### config.mk
export PLATFORM = sky130hd
export DESIGN_NAME = baud_clk_gen
export DESIGN_NICKNAME = d
export VERILOG_FILES = /design/src/rtl/baudgen_pkg.sv /design/src/rtl/baud_cfg_reg.sv /design/src/rtl/baud_divider.sv /design/src/rtl/half_rate_gate.sv /design/src/rtl/baud_clk_gen.sv
export SDC_FILE = /design/constraint.sdc
export NUM_CORES = 1
export LEC_CHECK = 0
export BUFFER_PORTS_ARGS = -buffer_cell sky130_fd_sc_hd__buf_2
export CAP_MARGIN = 10
export CORE_MARGIN = 2
export CORE_UTILIZATION = 55
export CTS_BUF_LIST = sky130_fd_sc_hd__clkbuf_4 sky130_fd_sc_hd__clkbuf_8
export CTS_CLUSTER_SIZE = 30
export DETAILED_ROUTE_END_ITERATION = 16
export GPL_TIMING_DRIVEN = 0
export PLACE_DENSITY = 0.73
export SYNTH_ARGS = -nofsm -noshare
export SYNTH_HDL_FRONTEND = slang
export SYNTH_SLANG_ARGS = --single-unit
### constraint.sdc
create_clock -name clk -period 6.5 [get_ports clk]
set_input_delay 0.65 -clock clk [delete_from_list [all_inputs] [get_ports clk]]
set_output_delay 0.65 -clock clk [all_outputs]
set_load 0.01 [all_outputs]
### src/rtl/baudgen_pkg.sv
package baudgen_pkg;

  localparam int unsigned NUM_RATES = 10;

  // Range select encoding (01 never produced)
  localparam logic [1:0] RNG_X1  = 2'b00;
  localparam logic [1:0] RNG_X16 = 2'b10;
  localparam logic [1:0] RNG_X64 = 2'b11;

  function automatic int unsigned baud_of(input int unsigned code);
    case (code)
      0: return 9600;
      1: return 4800;
      2: return 2400;
      3: return 1800;
      4: return 1200;
      5: return 600;
      6: return 300;
      7: return 150;
      8: return 110;
      9: return 75;
      default: return 0;
    endcase
  endfunction

  function automatic int unsigned divisor_of(input int unsigned ref_hz,
                                             input int unsigned baud,
                                             input int unsigned mult);
    if (baud == 0) return 0;
    return (ref_hz + (baud * mult) / 2) / (baud * mult);
  endfunction

endpackage

### src/rtl/baud_cfg_reg.sv
module baud_cfg_reg
  import baudgen_pkg::*;
#(
  parameter int unsigned REF_HZ = 1843200,
  parameter int unsigned SEL_W  = 4,
  parameter int unsigned CNT_W  = 15
) (
  input  logic             clk,
  input  logic             rst,
  input  logic [SEL_W-1:0] rate_sel,
  input  logic [1:0]       factor,
  input  logic             half_rate,
  output logic [CNT_W-1:0] div_o,
  output logic             valid_o,
  output logic             half_o
);
  localparam int unsigned CODES = 2 ** SEL_W;

  logic [SEL_W-1:0] rate_q;
  logic [1:0]       range_q;
  logic             half_q;

  logic [CNT_W-1:0] tab_x1  [CODES];
  logic [CNT_W-1:0] tab_x16 [CODES];
  logic [CNT_W-1:0] tab_x64 [CODES];

  for (genvar i = 0; i < CODES; i++) begin : g_tab
    assign tab_x1[i]  = CNT_W'(divisor_of(REF_HZ, baud_of(i), 1));
    assign tab_x16[i] = CNT_W'(divisor_of(REF_HZ, baud_of(i), 16));
    assign tab_x64[i] = CNT_W'(divisor_of(REF_HZ, baud_of(i), 64));
  end

  always_ff @(posedge clk) begin
    if (rst) begin
      rate_q  <= '0;
      range_q <= RNG_X1;
      half_q  <= 1'b0;
    end else begin
      rate_q  <= rate_sel;
      range_q <= {factor[1], factor[1] & factor[0]};
      half_q  <= half_rate;
    end
  end

  always_comb begin
    case (range_q)
      RNG_X64: div_o = tab_x64[rate_q];
      RNG_X16: div_o = tab_x16[rate_q];
      default: div_o = tab_x1[rate_q];
    endcase
  end

  assign valid_o = (32'(rate_q) < NUM_RATES);
  assign half_o  = half_q;


  range_code_chk: assert property (@(posedge clk) disable iff (rst)
    range_q != 2'b01);


  reset_state_chk: assert property (@(posedge clk)
    rst |=> (range_q == RNG_X1) && !half_q);

endmodule

### src/rtl/baud_divider.sv
module baud_divider #(
  parameter int unsigned CNT_W = 15
) (
  input  logic             clk,
  input  logic             rst,
  input  logic             ref_en_i,
  input  logic             valid_i,
  input  logic [CNT_W-1:0] div_i,
  output logic             tick_o
);
  logic [CNT_W-1:0] count_q;
  logic             wrap;

  assign wrap   = (count_q >= div_i - 1'b1);
  assign tick_o = ref_en_i & valid_i & wrap;

  always_ff @(posedge clk) begin
    if (rst || !valid_i) begin
      count_q <= '0;
    end else if (ref_en_i) begin
      count_q <= wrap ? '0 : count_q + 1'b1;
    end
  end


  ref_hold_chk: assert property (@(posedge clk) disable iff (rst)
    (!ref_en_i && valid_i) |=> $stable(count_q));


  invalid_idle_chk: assert property (@(posedge clk) disable iff (rst)
    !valid_i |=> (count_q == '0));

endmodule

### src/rtl/half_rate_gate.sv
module half_rate_gate (
  input  logic clk,
  input  logic rst,
  input  logic tick_i,
  input  logic half_i,
  output logic out_o
);
  logic phase_q;
  logic out_q;

  always_ff @(posedge clk) begin
    if (rst || !half_i) begin
      phase_q <= 1'b0;
    end else if (tick_i) begin
      phase_q <= ~phase_q;
    end
  end

  always_ff @(posedge clk) begin
    if (rst) out_q <= 1'b0;
    else     out_q <= tick_i & (~half_i | phase_q);
  end

  assign out_o = out_q;


  half_skip_chk: assert property (@(posedge clk) disable iff (rst)
    (half_i && tick_i && !phase_q) |=> !out_q);


  one_cycle_chk: assert property (@(posedge clk) disable iff (rst)
    out_q |=> !out_q);

endmodule

### src/rtl/baud_clk_gen.sv
module baud_clk_gen #(
  parameter int unsigned REF_HZ   = 1843200,
  parameter int unsigned SEL_W    = 4,
  parameter int unsigned MIN_BAUD = 75
) (
  input  logic             clk,
  input  logic             rst,
  input  logic             ref_en,
  input  logic [SEL_W-1:0] rate_sel,
  input  logic [1:0]       factor,
  input  logic             half_rate,
  output logic             bit_clk_en
);
  localparam int unsigned MAX_DIV = REF_HZ / MIN_BAUD;
  localparam int unsigned CNT_W   = $clog2(MAX_DIV + 1);

  logic [CNT_W-1:0] div_w;
  logic             valid_w;
  logic             half_w;
  logic             tick_w;

  baud_cfg_reg #(
    .REF_HZ (REF_HZ),
    .SEL_W  (SEL_W),
    .CNT_W  (CNT_W)
  ) i_cfg (
    .clk       (clk),
    .rst       (rst),
    .rate_sel  (rate_sel),
    .factor    (factor),
    .half_rate (half_rate),
    .div_o     (div_w),
    .valid_o   (valid_w),
    .half_o    (half_w)
  );

  baud_divider #(
    .CNT_W (CNT_W)
  ) i_div (
    .clk      (clk),
    .rst      (rst),
    .ref_en_i (ref_en),
    .valid_i  (valid_w),
    .div_i    (div_w),
    .tick_o   (tick_w)
  );

  half_rate_gate i_gate (
    .clk    (clk),
    .rst    (rst),
    .tick_i (tick_w),
    .half_i (half_w),
    .out_o  (bit_clk_en)
  );


  ref_origin_chk: assert property (@(posedge clk) disable iff (rst)
    bit_clk_en |-> $past(ref_en));

endmodule

=== After elaboration in Yosys (flattened, before gate mapping) ===
Memories as Yosys holds them, arrays and structs flattened.
Cells that the tools add are included.

* ROM bits: 720
* Logic and storage cells: 36
* Bits in writable memories: 0
* Memories: 3
* Latch bits: 0
* Output and inout port bits: 1
* Register bits after elaboration: 24

{| class="wikitable"
|+ Memory list
! name !! words !! bits a word !! read ports !! clocked after Yosys merged registers in !! write ports !! RTL line !! text
|-
| (no name shown) || 16 || 15 || 1 || 0 || 0 || baud_cfg_reg.sv:47 || <nowiki>RNG_X64: div_o = tab_x64[rate_q];</nowiki>
|-
| (no name shown) || 16 || 15 || 1 || 0 || 0 || baud_cfg_reg.sv:48 || <nowiki>RNG_X16: div_o = tab_x16[rate_q];</nowiki>
|-
| (no name shown) || 16 || 15 || 1 || 0 || 0 || baud_cfg_reg.sv:49 || <nowiki>default: div_o = tab_x1[rate_q];</nowiki>
|}

* $lt $le $gt $ge: 3
* Equality and inequality tests: 2
* Shifts and indexed selects: 0
* Reduce and logical (&&, ||, !) cells: 4
* Bitwise logic cells: 8
* Multiplexer cells: 8
* $add $sub $neg: 2
* Div/mod/pow operators: 0
* $mul: 0

{| class="wikitable"
|+ Operators by type and width
! kind !! count
|-
| 15-bit two-way mux || 7
|-
| 15-bit one-hot mux with 2 select lines || 1
|-
| 15-bit by 1-bit adder with 15-bit output (second input constant) || 1
|-
| 15-bit greater-or-equal comparator || 1
|-
| 15-bit by 1-bit subtractor with 15-bit output (second input constant) || 1
|-
| 5-bit greater-or-equal comparator (second input constant) || 1
|-
| 4-bit NOT with 5-bit output || 1
|-
| 1-bit AND || 4
|-
| 2-bit == test (second input constant) || 2
|-
| 4-bit less-than comparator (second input constant) || 1
|-
| 1-bit zero test || 2
|-
| 1-bit logical OR || 2
|-
| 1-bit NOT || 2
|-
| 1-bit bitwise OR || 1
|}

=== Longest topological paths before layout ===
Gate-level depths: netlist of the first run.

* Depth in word-level cells: 9
* Mapped depth: 19
* Gate-level depth less buffers: 18

=== Cells and area by module ===
Synthesis of the first run repeated with hierarchy kept, for this count alone.

* Cells, all modules: 239
* Area, all modules: 1950.6 sq um

{| class="wikitable"
|+ Modules (own cells, without submodules)
! module !! cells each !! area an instance (sq um) !! seq. area each (sq um) !! instances
|-
| baud_divider || 155 || 1290.0 || 300.3 || 1
|-
| baud_cfg_reg || 78 || 585.6 || 140.1 || 1
|-
| half_rate_gate || 6 || 75.1 || 40.0 || 1
|}

=== Worst setup path after synthesis of the first run ===
No wires, ideal clock.

* Path kind: register to register
* Start point: reg i_cfg.rate_q[1]
* End point: reg i_div.count_q[0]
* Arrival time: 3539 ps
* Period minus slack after synthesis: 3666 ps
* Setup slack: 2834 ps
* Buffers on the path: 1
* Stages on the path, launching flop included: 20
* Cell sequence: dfxtp_1 -> inv_1 -> ha_1 -> nor2b_1 -> nand2_1 -> o31ai_1 -> nand2_1 -> ha_1 -> inv_1 -> and4bb_1 -> nand4_2 -> nor2_1 -> a21oi_2 -> ha_1 -> nand3_1 -> a21boi_0 -> a2111oi_4 -> o211ai_1 -> clkbuf_1 -> nor2_1

* Cells in the longest elaborated chain, start to end: 8
* Elaborated cells between the ends (all ways): 17
* Those cells by class: 1 x add/sub; 2 x order compare; 8 x mux; 1 x bitwise; 2 x reduce/logical; 3 x memory

{| class="wikitable"
|+ RTL lines
! item !! RTL line !! text
|-
| start: declaration || baud_cfg_reg.sv:19 || <nowiki>logic [SEL_W-1:0] rate_q;</nowiki>
|-
| start signal: assignment || baud_cfg_reg.sv:39 || <nowiki>rate_q <= rate_sel;</nowiki>
|-
| 4-bit NOT with 5-bit output (not written as such) || baud_cfg_reg.sv:47, baud_cfg_reg.sv:48, baud_cfg_reg.sv:49 ||
|-
| memory 16 x 15 bit (on tied branches) || -- ||
|-
| 15-bit two-way mux (on tied branches) (2 in series) || baud_cfg_reg.sv:49, baud_cfg_reg.sv:47, baud_cfg_reg.sv:48 ||
|-
| 15-bit one-hot mux with 2 select lines || baud_cfg_reg.sv:46 || <nowiki>case (range_q)</nowiki>
|-
| 15-bit by 1-bit subtractor with 15-bit output || baud_divider.sv:14 || <nowiki>assign wrap = (count_q >= div_i - 1'b1);</nowiki>
|-
| 15-bit greater-or-equal comparator || baud_divider.sv:14 ||
|-
| 15-bit two-way mux || baud_divider.sv:21 || <nowiki>count_q <= wrap ? '0 : count_q + 1'b1;</nowiki>
|-
| end signal: assignment || baud_divider.sv:21 ||
|-
| end: declaration || baud_divider.sv:11 || <nowiki>logic [CNT_W-1:0] count_q;</nowiki>
|}

Parallel ways exist; a longest one is shown, timed or not. The select of a mux whose other input is x is not followed.
A chain may end at the register's enable or synchronous reset.

=== Final worst setup path of the first run ===
* Start point: reg i_cfg.rate_q[1]
* End point: reg i_div.count_q[10]

The elaborated chain is that of the path after synthesis.

==> results of run 1 <==
-- logic make-up after synthesis --
| logic type | synth area share [%] |
|---|---|
| mux | 2.99 |
| xor+xnor | 9.67 |
| compound gates | 17.3 |
| buf+inv | 5.87 |
| simple gates | 29.9 |
| fa+ha+maj | 12.1 |
| flops | 22.1 |
-- sequential cells by signal, indices dropped and copies added, names as in the netlist --
signal,cells
i_cfg.range_q,2
i_div.count_q,15
i_gate.out_o,1
i_cfg.half_o,1
i_gate.phase_q,1
i_cfg.rate_q,4
-- through the flow --
stage	power [mW]	worst slack (ns)
after floorplan	0.248	2.83
after global placement	0.268	2.11
after detailed placement	0.271	2.04
after CTS	0.402	2.01
after global routing	0.423	1.62
final	0.400	2.02
-- area by class of cell --
cell class,count,area share (%)
Clock inverter,1,1.28
Tap cell,48,2.56
Timing Repair Buffer,9,1.92
Sequential cell,24,20.4
Buffer,11,3.67
Multi-Input combinational cell,215,66.6
Clock buffer,3,1.76
Inverter,11,1.76
-- critical path, cell delays in order, from the launching register on --
cell       delay, ns
dfxtp_1         0.52
inv_1           0.12
ha_1            0.28
nor2b_1         0.24
nand2_1         0.13
o31ai_1         0.08
nand2_1         0.10
ha_1            0.14
inv_1           0.06
and4bb_1        0.33
nand4_2         0.20
nor2_1          0.27
a21oi_2         0.10
ha_1            0.32
nand3_1         0.08
a21boi_0        0.30
a2111oi_4       0.11
o211ai_1        0.49
clkbuf_1        0.40
nor2_1          0.09
-- how the worst min path moves through the flow --
stage / start / endpoint / slack, ns
after global placement: i_cfg.half_o / i_gate.out_o / 0.48
after CTS: i_cfg.half_o / i_gate.out_o / 0.49
after global routing: i_gate.phase_q / i_gate.out_o / 0.53
final: i_cfg.half_o / i_gate.out_o / 0.49
after floorplan: i_cfg.half_o / i_gate.out_o / 0.45
after detailed placement: i_cfg.half_o / i_gate.out_o / 0.48
-- per-layer routing --
layer  up-vias  global-route usage, %
met5         -                      0
li1        953                      -
met3         4                   3.04
met1       898                   33.7
met2        36                   36.1
met4         0                   4.59
-- cells in the final DEF (no fill, tap or decap), types with 2 or more instances in the layout --
master / instances
o21ai_0: 8
nor2_1: 30
dfxtp_1: 24
clkbuf_1: 4
buf_2: 11
a21oi_1: 9
nand3_1: 11
xnor2_1: 13
nand2_1: 18
and2_1: 2
or2_2: 2
nand4_1: 8
buf_6: 3
o31ai_1: 3
o21bai_1: 2
ha_1: 21
nor2b_1: 9
o31a_1: 2
clkbuf_8: 3
xor2_1: 11
and3b_1: 2
inv_1: 11
a31oi_1: 5
a21o_1: 3
nand2b_1: 2
mux2i_1: 4
nor3_1: 11
-- power by group through the flow --
stage	registers, mW	logic (mW)	clock network [mW]
2_1_floorplan	0.157	0.0906	0
3_3_place_gp	0.158	0.110	0
3_5_place_dp	0.158	0.113	0
4_1_cts	0.155	0.113	0.134
5_1_grt	0.155	0.128	0.140
6_report	0.155	0.114	0.132
==> load_flow_metrics.sql, run 1 <==
INSERT INTO impl_metrics (metric_group, metric, value, unit) VALUES
('grt', 'antenna_found_initial', '0', ''),
('detailed_routing', 'met2_length', '2040', 'um'),
('pwr', 'sw_frac_of_total', '29.8', '%'),
('setup_path', 'critical_path_endpoint_category', 'flop', ''),
('die', 'number_of_core_rows', '22', ''),
('timing', 'final.setup.tns', '0', 'ns'),
('die', 'top_level_ports', '11', ''),
('finish', 'num_antenna_cells', '0', ''),
('clock_network', 'cts_num_sinks', '24', ''),
('finish', 'fillerInstances', '370', ''),
('finish', 'multi_input_comb_area', '1570', 'um2'),
('synth', 'synth-edff-count', '0', ''),
('detailed_routing', 'maxUsedRoutingLayer', 'met4', ''),
('detailed_routing', 'dr_wl_met3', '135', 'um'),
('grt', 'wire_length_of_the_first_global_routing_pass', '7930', 'um'),
('detailed_routing', 'drc', '0', ''),
('pwr', 'p_per_area', '170', 'nW/um2'),
('timing', 'post-route-period-util', '68.9', '%'),
('timing', 'timing.clock.skew', '0.00636', 'ns'),
('grt', 'grt_remaining_overflow', '0', ''),
('synth', 'synth_ff_type', 'dfxtp_1', ''),
('clock_network', 'cts.root.buffer_cell', 'clkbuf_8', ''),
('clock_network', 'htree_num_levels', '1', ''),
('detailed_routing', 'antenna_left', '0', ''),
('hold_path', 'timing.hold.worst.class', 'reg -> reg', ''),
('synth', 'postSynthRegisterBits', '24', ''),
('place', 'total_half_perimeter_wirelength_after_legalization_and_detailed_placement', '3590', 'um'),
('pwr', 'leakage', '0.961', 'nW'),
('synth', 'synthDominantAreaCellType', 'dfxtp_1', ''),
('grt', 'grt.total_usage', '23.1', '%'),
('clock_network', 'post_cts_resized', '0', ''),
('status', 'status', 'completed', ''),
('grt', 'grt_max_degree', '15', ''),
('setup_path', 'critPathMaxFanout', '10', ''),
('synth', 'synthesis.nets', '292', ''),
('clock_network', 'numCtsBuffers', '3', ''),
('timing', 'timing.hold.ws', '0.485', 'ns'),
('hold_path', 'hold-path-cell-count', '1', ''),
('place', 'weighted_congestion_at_the_end_of_routability_driven_global_placement', '0.922', ''),
('timing', 'layout_min_cycle_time', '4.48', 'ns'),
('synth', 'ys_seq_area_share', '22.1', '%'),
('timing', 'pin_slew_with_the_least_headroom_to_its_limit', '0.557', 'ns'),
('clock_network', 'tritoncts_clock_tree', 'yes', ''),
('grt', 'grt_pass1_vias', '1681', ''),
('timing', 'slew_viol_final', '0', ''),
('detailed_routing', 'avgRoutedWirePerCell', '14.1', 'um'),
('clock_network', 'clk-insertion-delay-late', '0.27', 'ns'),
('detailed_routing', 'postRouteWirelength', '4530', 'um'),
('setup_path', 'start_kind', 'flop', ''),
('setup_path', 'reg2reg_to', 'i_div.count_q[10]', ''),
('setup_path', 'timing.setup.critical_path_class', 'reg -> reg', ''),
('synth', 'yosys.cell_types.count', '67', ''),
('synth', 'number_of_cells_produced_by_synthesis', '261', ''),
('setup_path', 'reg2reg_setup_slack', '2.02', 'ns'),
('die', 'die_height', '66.9', 'um'),
('setup_path', 'timing.rr.start', 'i_cfg.rate_q[1]', ''),
('place', 'placed_cell_area', '2280', 'um2'),
('clock_network', 'path_clk_slew', '0.09', 'ns'),
('synth', 'post-synth-top-count-cell', 'nor2_1', ''),
('clock_network', 'max-clock-path-buffers', '2', ''),
('die', 'fp.dieArea', '4470', 'um2'),
('setup_path', 'worst_setup_path_endpoint', 'i_div.count_q[10]', ''),
('die', 'die_x', '66.9', 'um'),
('finish', 'nNetsFinal', '306', ''),
('detailed_routing', 'initialDrtViolationCount', '90', ''),
('place', 'post-place-cells', '318', ''),
('finish', 'register_area', '480', 'um2'),
('clock_network', 'post_cts_hold_buffer_count', '0', ''),
('synth', 'postSynthAreaPerCell', '8.33', 'um2'),
('synth', 'synth-async-reset-ratio', '0', '%'),
('synth', 'number_of_warnings_issued_by_yosys', '0', '');
Note: power is estimated with default switching activity, not from simulation.
==> run 2: changes to the inputs <==
--- a/config.mk
+++ b/config.mk
@@ -5,6 +5,7 @@
 export SDC_FILE = /design/constraint.sdc
 export NUM_CORES = 1
 export LEC_CHECK = 0
+export ABC_AREA = 1
 export BUFFER_PORTS_ARGS = -buffer_cell sky130_fd_sc_hd__buf_2
 export CAP_MARGIN = 10
 export CORE_MARGIN = 2
@@ -13,7 +14,7 @@
 export CTS_CLUSTER_SIZE = 30
 export DETAILED_ROUTE_END_ITERATION = 16
 export GPL_TIMING_DRIVEN = 0
-export PLACE_DENSITY = 0.73
+export PLACE_DENSITY = 0.76
 export SYNTH_ARGS = -nofsm -noshare
 export SYNTH_HDL_FRONTEND = slang
 export SYNTH_SLANG_ARGS = --single-unit
==> constraint.sdc (replaced) <==
create_clock -name clk -period 3.62 [get_ports clk]
set_input_delay 0.362 -clock clk [delete_from_list [all_inputs] [get_ports clk]]
set_output_delay 0.362 -clock clk [all_outputs]
set_load 0.01 [all_outputs]
==> load_flow_metrics.sql, run 2 <==
INSERT INTO impl_metrics (metric_group, metric, value, unit) VALUES
('timing', 'slew_viol_final', '0', ''),
('pwr', 'seq_power_share', '41.1', '%'),
('grt', 'antenna_found_initial', '0', ''),
('timing', 'hold_viol_final', '0', ''),
('finish', 'multi_input_comb_area', '1540', 'um2'),
('clock_network', 'numCtsBuffers', '3', ''),
('synth', 'synth_area_leaders', 'dfxtp_1, nand2_1, ha_1, nor2_1, nand3_1', ''),
('finish', 'fin_util', '60.7', '%'),
('finish', 'mostFrequentLayoutCell', 'nand2_1', ''),
('timing', 'timing.clock.skew', '0.00281', 'ns'),
('place', 'weighted_congestion_at_the_end_of_routability_driven_global_placement', '0.904', ''),
('finish', 'mostFrequentLayoutCells', 'nand2_1, nor2_1, inv_1', ''),
('timing', 'pin_slew_with_the_least_headroom_to_its_limit', '0.432', 'ns'),
('clock_network', 'path_clk_slew', '0.08', 'ns'),
('synth', 'synth_top_cells_by_count', 'nand2_1, nor2_1, inv_1', ''),
('clock_network', 'cts.root.buffer_cell', 'clkbuf_8', ''),
('detailed_routing', 'detail_route.vias_per_cell', '5.08', ''),
('finish', 'largest_register', 'i_div.count_q', ''),
('synth', 'syn_area', '2210', 'um2'),
('die', 'fp.dieArea', '4540', 'um2'),
('pwr', 'fin_total_pwr', '0.671', 'mW'),
('pwr', 'vdd.ir_drop.worst', '0.000217', 'V'),
('setup_path', 'path_delay_family', 'simple AND/OR/NAND/NOR gates', ''),
('setup_path', 'critical_path_endpoint_category', 'flop', ''),
('finish', 'final_layout_size_suffix_gt1_share', '16.9', '%'),
('synth', 'synthesis.nets', '376', ''),
('synth', 'ys_seq_area_share', '21.8', '%'),
('grt', 'grt_remaining_overflow', '0', ''),
('pwr', 'total_switching_power', '0.225', 'mW'),
('timing', 'fmax', '307', 'MHz'),
('setup_path', 'timing.critical_path.slowest_cell_delay', '0.40', 'ns'),
('setup_path', 'start_kind', 'flop', ''),
('die', 'floorplan.initialDensity', '56.0', '%'),
('detailed_routing', 'drt_first_pass_iters', '4', ''),
('timing', 'post-route-period-util', '89.9', '%'),
('finish', 'finalNonFillerCells', '410', ''),
('synth', 'postSynthRegisterBits', '24', ''),
('synth', 'synth-async-reset-ratio', '0', '%'),
('clock_network', 'cts_num_sinks', '24', ''),
('finish', 'largest_reg_flops', '15', ''),
('timing', 'max-slew-margin-rel', '71.0', '%'),
('finish', 'fillerInstances', '408', ''),
('setup_path', 'crit_path_frequent_cell', 'nand2_1', ''),
('clock_network', 'clk-insertion-delay-late', '0.26', 'ns'),
('detailed_routing', 'drc', '0', ''),
('synth', 'number_of_cells_produced_by_synthesis', '345', ''),
('grt', 'wire_length_of_the_first_global_routing_pass', '7970', 'um'),
('die', 'die_x', '67.4', 'um'),
('die', 'top_level_ports', '11', ''),
('clock_network', 'tritoncts_clock_tree', 'yes', ''),
('grt', 'grt.total_usage', '22.9', '%'),
('synth', 'yosys.cell_types.count', '35', ''),
('setup_path', 'critPathSlowestCell', 'dfxtp_4', ''),
('clock_network', 'post_cts_hold_buffer_count', '0', ''),
('detailed_routing', 'initialDrtViolationCount', '128', ''),
('pwr', 'power_frac_clock', '26.6', '%'),
('detailed_routing', 'postRouteWirelength', '4540', 'um'),
('die', 'die_height', '67.4', 'um'),
('pwr', 'leakage', '1.23', 'nW'),
('synth', 'synthDominantAreaCellType', 'dfxtp_1', ''),
('finish', 'layout-area-overhead-vs-synth', '8.44', '%'),
('run', 'max_cap_viol_count', '0', ''),
('hold_path', 'timing.hold.worst.class', 'in -> reg', ''),
('grt', 'grt_max_degree', '14', ''),
('setup_path', 'required', '3.78', 'ns'),
('setup_path', 'critPathMaxFanout', '10', ''),
('clock_network', 'htree_num_levels', '1', ''),
('setup_path', 'timing.setup.critical_path_class', 'reg -> reg', ''),
('clock_network', 'max-clock-path-buffers', '2', ''),
('synth', 'post-synth-top-count-cell', 'nand2_1', ''),
('pwr', 'intPower', '0.446', 'mW'),
('place', 'place.port_buffers', '9', ''),
('finish', 'num_antenna_cells', '0', ''),
('detailed_routing', 'avgRoutedWirePerCell', '11.1', 'um'),
('synth', 'synth-edff-count', '0', ''),
('timing', 'layout_min_cycle_time', '3.25', 'ns'),
('die', 'floorplan_core_area', '3940', 'um2'),
('detailed_routing', 'route.vias.total', '2081', ''),
('place', 'post-place-cells', '404', ''),
('pwr', 'p_per_area', '280', 'nW/um2'),
('setup_path', 'crit_path_cell_trace', 'inv_1 > ha_1 > nand2_1 > nor2_1 > nand2_1 > nand2_1 > inv_1 > ha_1 > nand3_2 > nor2_4 > nand2_2 > o21bai_1 > nand2_1 > ha_1 > nand2_1 > nor2_1 > nand2_1 > nor2_1 > nor2_1 > nand3_1 > nand2_1 > nand2_2 > buf_4 > nor2_1', ''),
('setup_path', 'critPathArrivalTime', '3.42', 'ns'),
('status', 'status', 'completed', ''),
('synth', 'postSynthAreaPerCell', '6.40', 'um2'),
('grt', 'grt_pass1_vias', '1909', ''),
('finish', 'register_area', '484', 'um2'),
('pwr', 'combPwrFrac', '32.3', '%'),
('synth', 'synth_ff_type', 'dfxtp_1', ''),
('synth', 'number_of_warnings_issued_by_yosys', '0', ''),
('synth', 'synth_top_area_share', '21.8', '%'),
('timing', 'setup-violations-final', '0', ''),
('place', 'total_half_perimeter_wirelength_after_legalization_and_detailed_placement', '3790', 'um'),
('die', 'number_of_core_rows', '23', ''),
('detailed_routing', 'antenna_left', '0', ''),
('setup_path', 'worstPathBufferInverterCount', '3', ''),
('finish', 'nNetsFinal', '392', ''),
('finish', 'reg_top3', 'i_div.count_q: 15 flops, i_cfg.rate_q: 4 flops, i_cfg.range_q: 2 flops', ''),
('pwr', 'sw_frac_of_total', '33.5', '%');
[run 2: changes by cell type after synthesis, moves of 6 or more]
cell / delta
nor2_1: +30
nand3_2: +8
nand2_1: +71
nand4_1: -6
nor3_1: -7
inv_1: +22
xnor2_1: -9
nor2b_1: -9
nor2_2: +9
nand3_1: +15
inv_2: +6
[run 2: repair_timing]
action | 4_1_cts | 5_1_grt
buffers inserted | 0 | 2
resized for setup | 0 | 5
endpoints found under the setup margin | 0 | 15
endpoints found under the hold margin | 0 | 0
[run 2: cell type report]
| type | instances | share of cell area (%) |
|---|---|---|
| multi-input cells | 276 | 64.4 |
| flip-flops and latches | 24 | 20.2 |
| inverters | 41 | 6.74 |
| well taps | 50 | 2.61 |
| repair buffers | 11 | 2.51 |
| clock buffers | 4 | 2.30 |
| plain buffers | 4 | 1.25 |
[run 2: layer usage]
metal	wire, um	vias to the layer above	part of all wire [%]	GRT usage (%)
met3	124	6	2.7	3.17
met5	0	-	0	0
met1	2140	933	47	27.6
met2	2230	22	49	42.2
li1	-	1120	-	-
met4	54	0	1.2	6.12
[run 2: path summary, 6_finish.rpt]
check	start	to	slack (ns)	cells after the start
max	i_cfg.rate_q[1]	i_div.count_q[4]	0.37	24
max reg2reg	i_cfg.rate_q[1]	i_div.count_q[4]	0.37	24
min reg2reg	i_div.count_q[0]	i_div.count_q[0]	0.50	2
min	rate_sel[1]	i_cfg.rate_q[1]	0.29	3
[run 2: kinds of logic after synthesis]
family	Yosys count	synth area share [%]
buf+inv	45	8.56
mux	1	0.453
xor+xnor	14	5.55
simple gates	216	45.7
flops	24	21.8
fa+ha+maj	21	11.9
compound gates	24	6.12
[run 2: tightest hold or removal path, delay by kind of cell]
| family | cells | cell delay [ns] |
|---|---|---|
| and+or+nand+nor | 1 | 0.03 |
| buffers and inverters | 2 | 0.13 |
[run 2: power groups by stage]
stage / sequential [mW] / combinational (mW) / clock [mW]
2_1_floorplan: 0.281 / 0.168 / 0
3_3_place_gp: 0.282 / 0.203 / 0
3_5_place_dp: 0.282 / 0.211 / 0
4_1_cts: 0.276 / 0.212 / 0.185
5_1_grt: 0.277 / 0.250 / 0.193
6_report: 0.275 / 0.217 / 0.179
[run 2: stage by stage]
stage                 TNS, ns  worst slack (ns)  hold WS (ns)  area (um2)
finish                      0             0.366         0.289        2390
global route        -0.000293         -0.000293         0.290        2390
CTS                         0            0.0167         0.290        2370
detailed placement          0            0.0324         0.498        2320
global placement            0             0.106         0.493        2320
floorplan                   0             0.602         0.469        2210
==> run 3: changes to the inputs <==
--- a/config.mk
+++ b/config.mk
@@ -14,7 +14,7 @@
 export CTS_CLUSTER_SIZE = 30
 export DETAILED_ROUTE_END_ITERATION = 16
 export GPL_TIMING_DRIVEN = 0
-export PLACE_DENSITY = 0.76
+export PLACE_DENSITY = 0.73
 export SYNTH_ARGS = -nofsm -noshare
 export SYNTH_HDL_FRONTEND = slang
 export SYNTH_SLANG_ARGS = --single-unit
==> constraint.sdc (replaced) <==
create_clock -name clk -period 3.1 [get_ports clk]
set_input_delay 0.31 -clock clk [delete_from_list [all_inputs] [get_ports clk]]
set_output_delay 0.31 -clock clk [all_outputs]
set_load 0.01 [all_outputs]
==> load_flow_metrics.sql, run 3 (synthesis results as in run 2) <==
INSERT INTO impl_metrics (metric_group, metric, value, unit) VALUES
('status', 'status', 'completed', ''),
('timing', 'timing.clock.skew', '0.000819', 'ns'),
('setup_path', 'timing.critical_path.slowest_cell_delay', '0.38', 'ns'),
('detailed_routing', 'postRouteWirelength', '4750', 'um'),
('finish', 'num_antenna_cells', '0', ''),
('setup_path', 'critical_path.startpoint', 'i_cfg.rate_q[1]', ''),
('setup_path', 'crit_path_cell_trace', 'inv_2 > ha_4 > nand2_2 > nor2_2 > nand2_1 > nand2_1 > inv_1 > ha_2 > nand3_2 > nor2_4 > nand2_4 > o21bai_1 > nand2_1 > ha_4 > nand2_2 > nor2_1 > nand2_1 > nor2_1 > nor2_1 > nand3_2 > nand2_2 > nand2_4 > buf_8 > nor2_1', ''),
('die', 'floorplan.initialDensity', '56.0', '%'),
('place', 'place.port_buffers', '9', ''),
('hold_path', 'timing.hold.worst.class', 'in -> reg', ''),
('timing', 'pin_slew_with_the_least_headroom_to_its_limit', '0.485', 'ns'),
('detailed_routing', 'drc', '0', ''),
('place', 'weighted_congestion_at_the_end_of_routability_driven_global_placement', '0.905', ''),
('clock_network', 'clk-insertion-delay-late', '0.26', 'ns'),
('clock_network', 'path_clk_slew', '0.08', 'ns'),
('grt', 'gr-usage-met1', '27.7', '%'),
('setup_path', 'critPathMaxFanout', '10', ''),
('grt', 'grt_pass1_vias', '1943', ''),
('setup_path', 'reg2reg_setup_slack', '0.20', 'ns'),
('detailed_routing', 'detail_route.vias_per_cell', '5.11', ''),
('grt', 'busiest_layer', 'met2', ''),
('timing', 'final.setup.tns', '0', 'ns'),
('timing', 'max-slew-margin-rel', '67.4', '%'),
('setup_path', 'timing.setup.critical_path_class', 'reg -> reg', ''),
('pwr', 'p_per_area', '309', 'nW/um2'),
('clock_network', 'htree_num_levels', '1', ''),
('detailed_routing', 'drt_first_pass_iters', '4', ''),
('grt', 'wire_length_of_the_first_global_routing_pass', '8160', 'um'),
('clock_network', 'cts_num_sinks', '24', ''),
('grt', 'grtUsageMet2', '42.9', '%'),
('finish', 'largest_reg_flops', '15', ''),
('run', 'max_cap_viol_count', '0', ''),
('place', 'placed_cell_area', '2320', 'um2'),
('finish', 'final_layout_size_suffix_gt1_share', '24.0', '%'),
('setup_path', 'worstRegToRegCells', '24', ''),
('finish', 'fin_area', '2530', 'um2'),
('setup_path', 'required', '3.26', 'ns'),
('timing', 'fmax', '345', 'MHz'),
('setup_path', 'reg2reg_to', 'i_div.count_q[7]', ''),
('timing', 'layout_min_cycle_time', '2.90', 'ns'),
('clock_network', 'max-clock-path-buffers', '2', ''),
('die', 'die_height', '67.4', 'um'),
('grt', 'grt.total_usage', '23.4', '%'),
('detailed_routing', 'route.vias.total', '2111', ''),
('grt', 'grt_remaining_overflow', '0', ''),
('die', 'die_x', '67.4', 'um'),
('timing', 'setup-violations-final', '0', ''),
('finish', 'reg_top3', 'i_div.count_q: 15 flops, i_cfg.rate_q: 4 flops, i_cfg.range_q: 2 flops', ''),
('clock_network', 'tritoncts_clock_tree', 'yes', ''),
('finish', 'nNetsFinal', '396', ''),
('grt', 'met3_capacity_usage_during_global_routing', '3.83', '%'),
('timing', 'slew_viol_final', '0', ''),
('finish', 'largest_register', 'i_div.count_q', ''),
('timing', 'worst_slack', '0.201', 'ns'),
('die', 'number_of_core_rows', '23', ''),
('detailed_routing', 'antenna_left', '0', ''),
('setup_path', 'critPathArrivalTime', '3.06', 'ns'),
('timing', 'hold_viol_final', '0', ''),
('setup_path', 'critical_path_endpoint_category', 'flop', ''),
('place', 'total_half_perimeter_wirelength_after_legalization_and_detailed_placement', '3740', 'um'),
('die', 'floorplan_core_area', '3940', 'um2'),
('pwr', 'leakage', '1.26', 'nW'),
('grt', 'grt_max_degree', '13', ''),
('clock_network', 'cts.root.buffer_cell', 'clkbuf_8', ''),
('clock_network', 'post_cts_hold_buffer_count', '0', ''),
('setup_path', 'start_kind', 'flop', ''),
('place', 'preCtsSetupSlack', '-0.511', 'ns'),
('finish', 'layout-area-overhead-vs-synth', '14.7', '%'),
('die', 'top_level_ports', '11', ''),
('grt', 'antenna_found_initial', '0', ''),
('finish', 'mostFrequentLayoutCell', 'nand2_1', ''),
('finish', 'mostFrequentLayoutCells', 'nand2_1, nor2_1, inv_1', ''),
('setup_path', 'critPathSlowestCell', 'dfxtp_4', ''),
('die', 'fp.dieArea', '4540', 'um2'),
('pwr', 'vdd.ir_drop.worst', '0.000261', 'V'),
('detailed_routing', 'initialDrtViolationCount', '111', ''),
('clock_network', 'numCtsBuffers', '3', ''),
('setup_path', 'worst_setup_path_endpoint', 'i_div.count_q[7]', ''),
('timing', 'post-route-period-util', '93.5', '%'),
('setup_path', 'timing.rr.start', 'i_cfg.rate_q[1]', ''),
('detailed_routing', 'avgRoutedWirePerCell', '11.5', 'um');
==> run 3: cell types whose count changed in the layout (fill, tap and decap cells not counted), sizes merged <==
cell,before,now
clkbuf,5,4
buf,14,18
==> run 3: critical path, delay by kind of cell (launching register included) <==
kind / cells / cell delay (ns)
DFF: 1 / 0.38
AOI/OAI and AO/OA: 1 / 0.14
buffers and inverters: 3 / 0.26
and+or+nand+nor: 17 / 1.36
adders and majority gates: 3 / 0.63
==> run 3: how the worst min path moves through the flow <==
stage / start / to / slack [ns] / cells after the start
final: rate_sel[0] / i_cfg.rate_q[0] / 0.24 / 3
after global placement: i_gate.phase_q / i_gate.phase_q / 0.48 / 2
after CTS: rate_sel[1] / i_cfg.rate_q[1] / 0.23 / 3
after global routing: rate_sel[0] / i_cfg.rate_q[0] / 0.24 / 3
after floorplan: half_rate / i_cfg.half_o / 0.42 / 2
after detailed placement: i_div.count_q[0] / i_div.count_q[0] / 0.49 / 2
==> run 3: layout make-up <==
type	count	area [um2]
multi-input cells	276	1650
fillers	358	1410
flip-flops and latches	24	487
inverters	41	161
repair buffers	15	93.8
well taps	50	62.6
clock buffers	3	41.3
plain buffers	4	37.5
==> run 3: metrics by stage <==
step           std cells  hold WS [ns]  utilization (%)  power, mW
2_1_floorplan        345         0.417                -      0.524
3_3_place_gp         404         0.484             58.7      0.566
3_5_place_dp         404         0.490             58.7      0.574
4_1_cts              408         0.229             60.7      0.762
5_1_grt              413         0.241             64.2      0.840
6_report             413         0.238             64.2      0.783
==> run 3: repair_timing <==
action | CTS | global route
endpoints found under the setup margin | 17 | 17
resized for setup | 9 | 27
setup buffers | 1 | 5
pin swaps | 1 | 7
==> run 3: power by group <==
group	switching (mW)	leakage (nW)	internal, mW
clock	0.0915	0.0216	0.0868
combinational	0.174	1.04	0.109
sequential	0.00722	0.197	0.315
total	0.273	1.26	0.510
==> run 3: routing by layer <==
metal	routed length (um)	share of wire [%]
met1	2280	48
met2	2330	49
met3	92	1.9
met4	45	0.95
met5	0	0
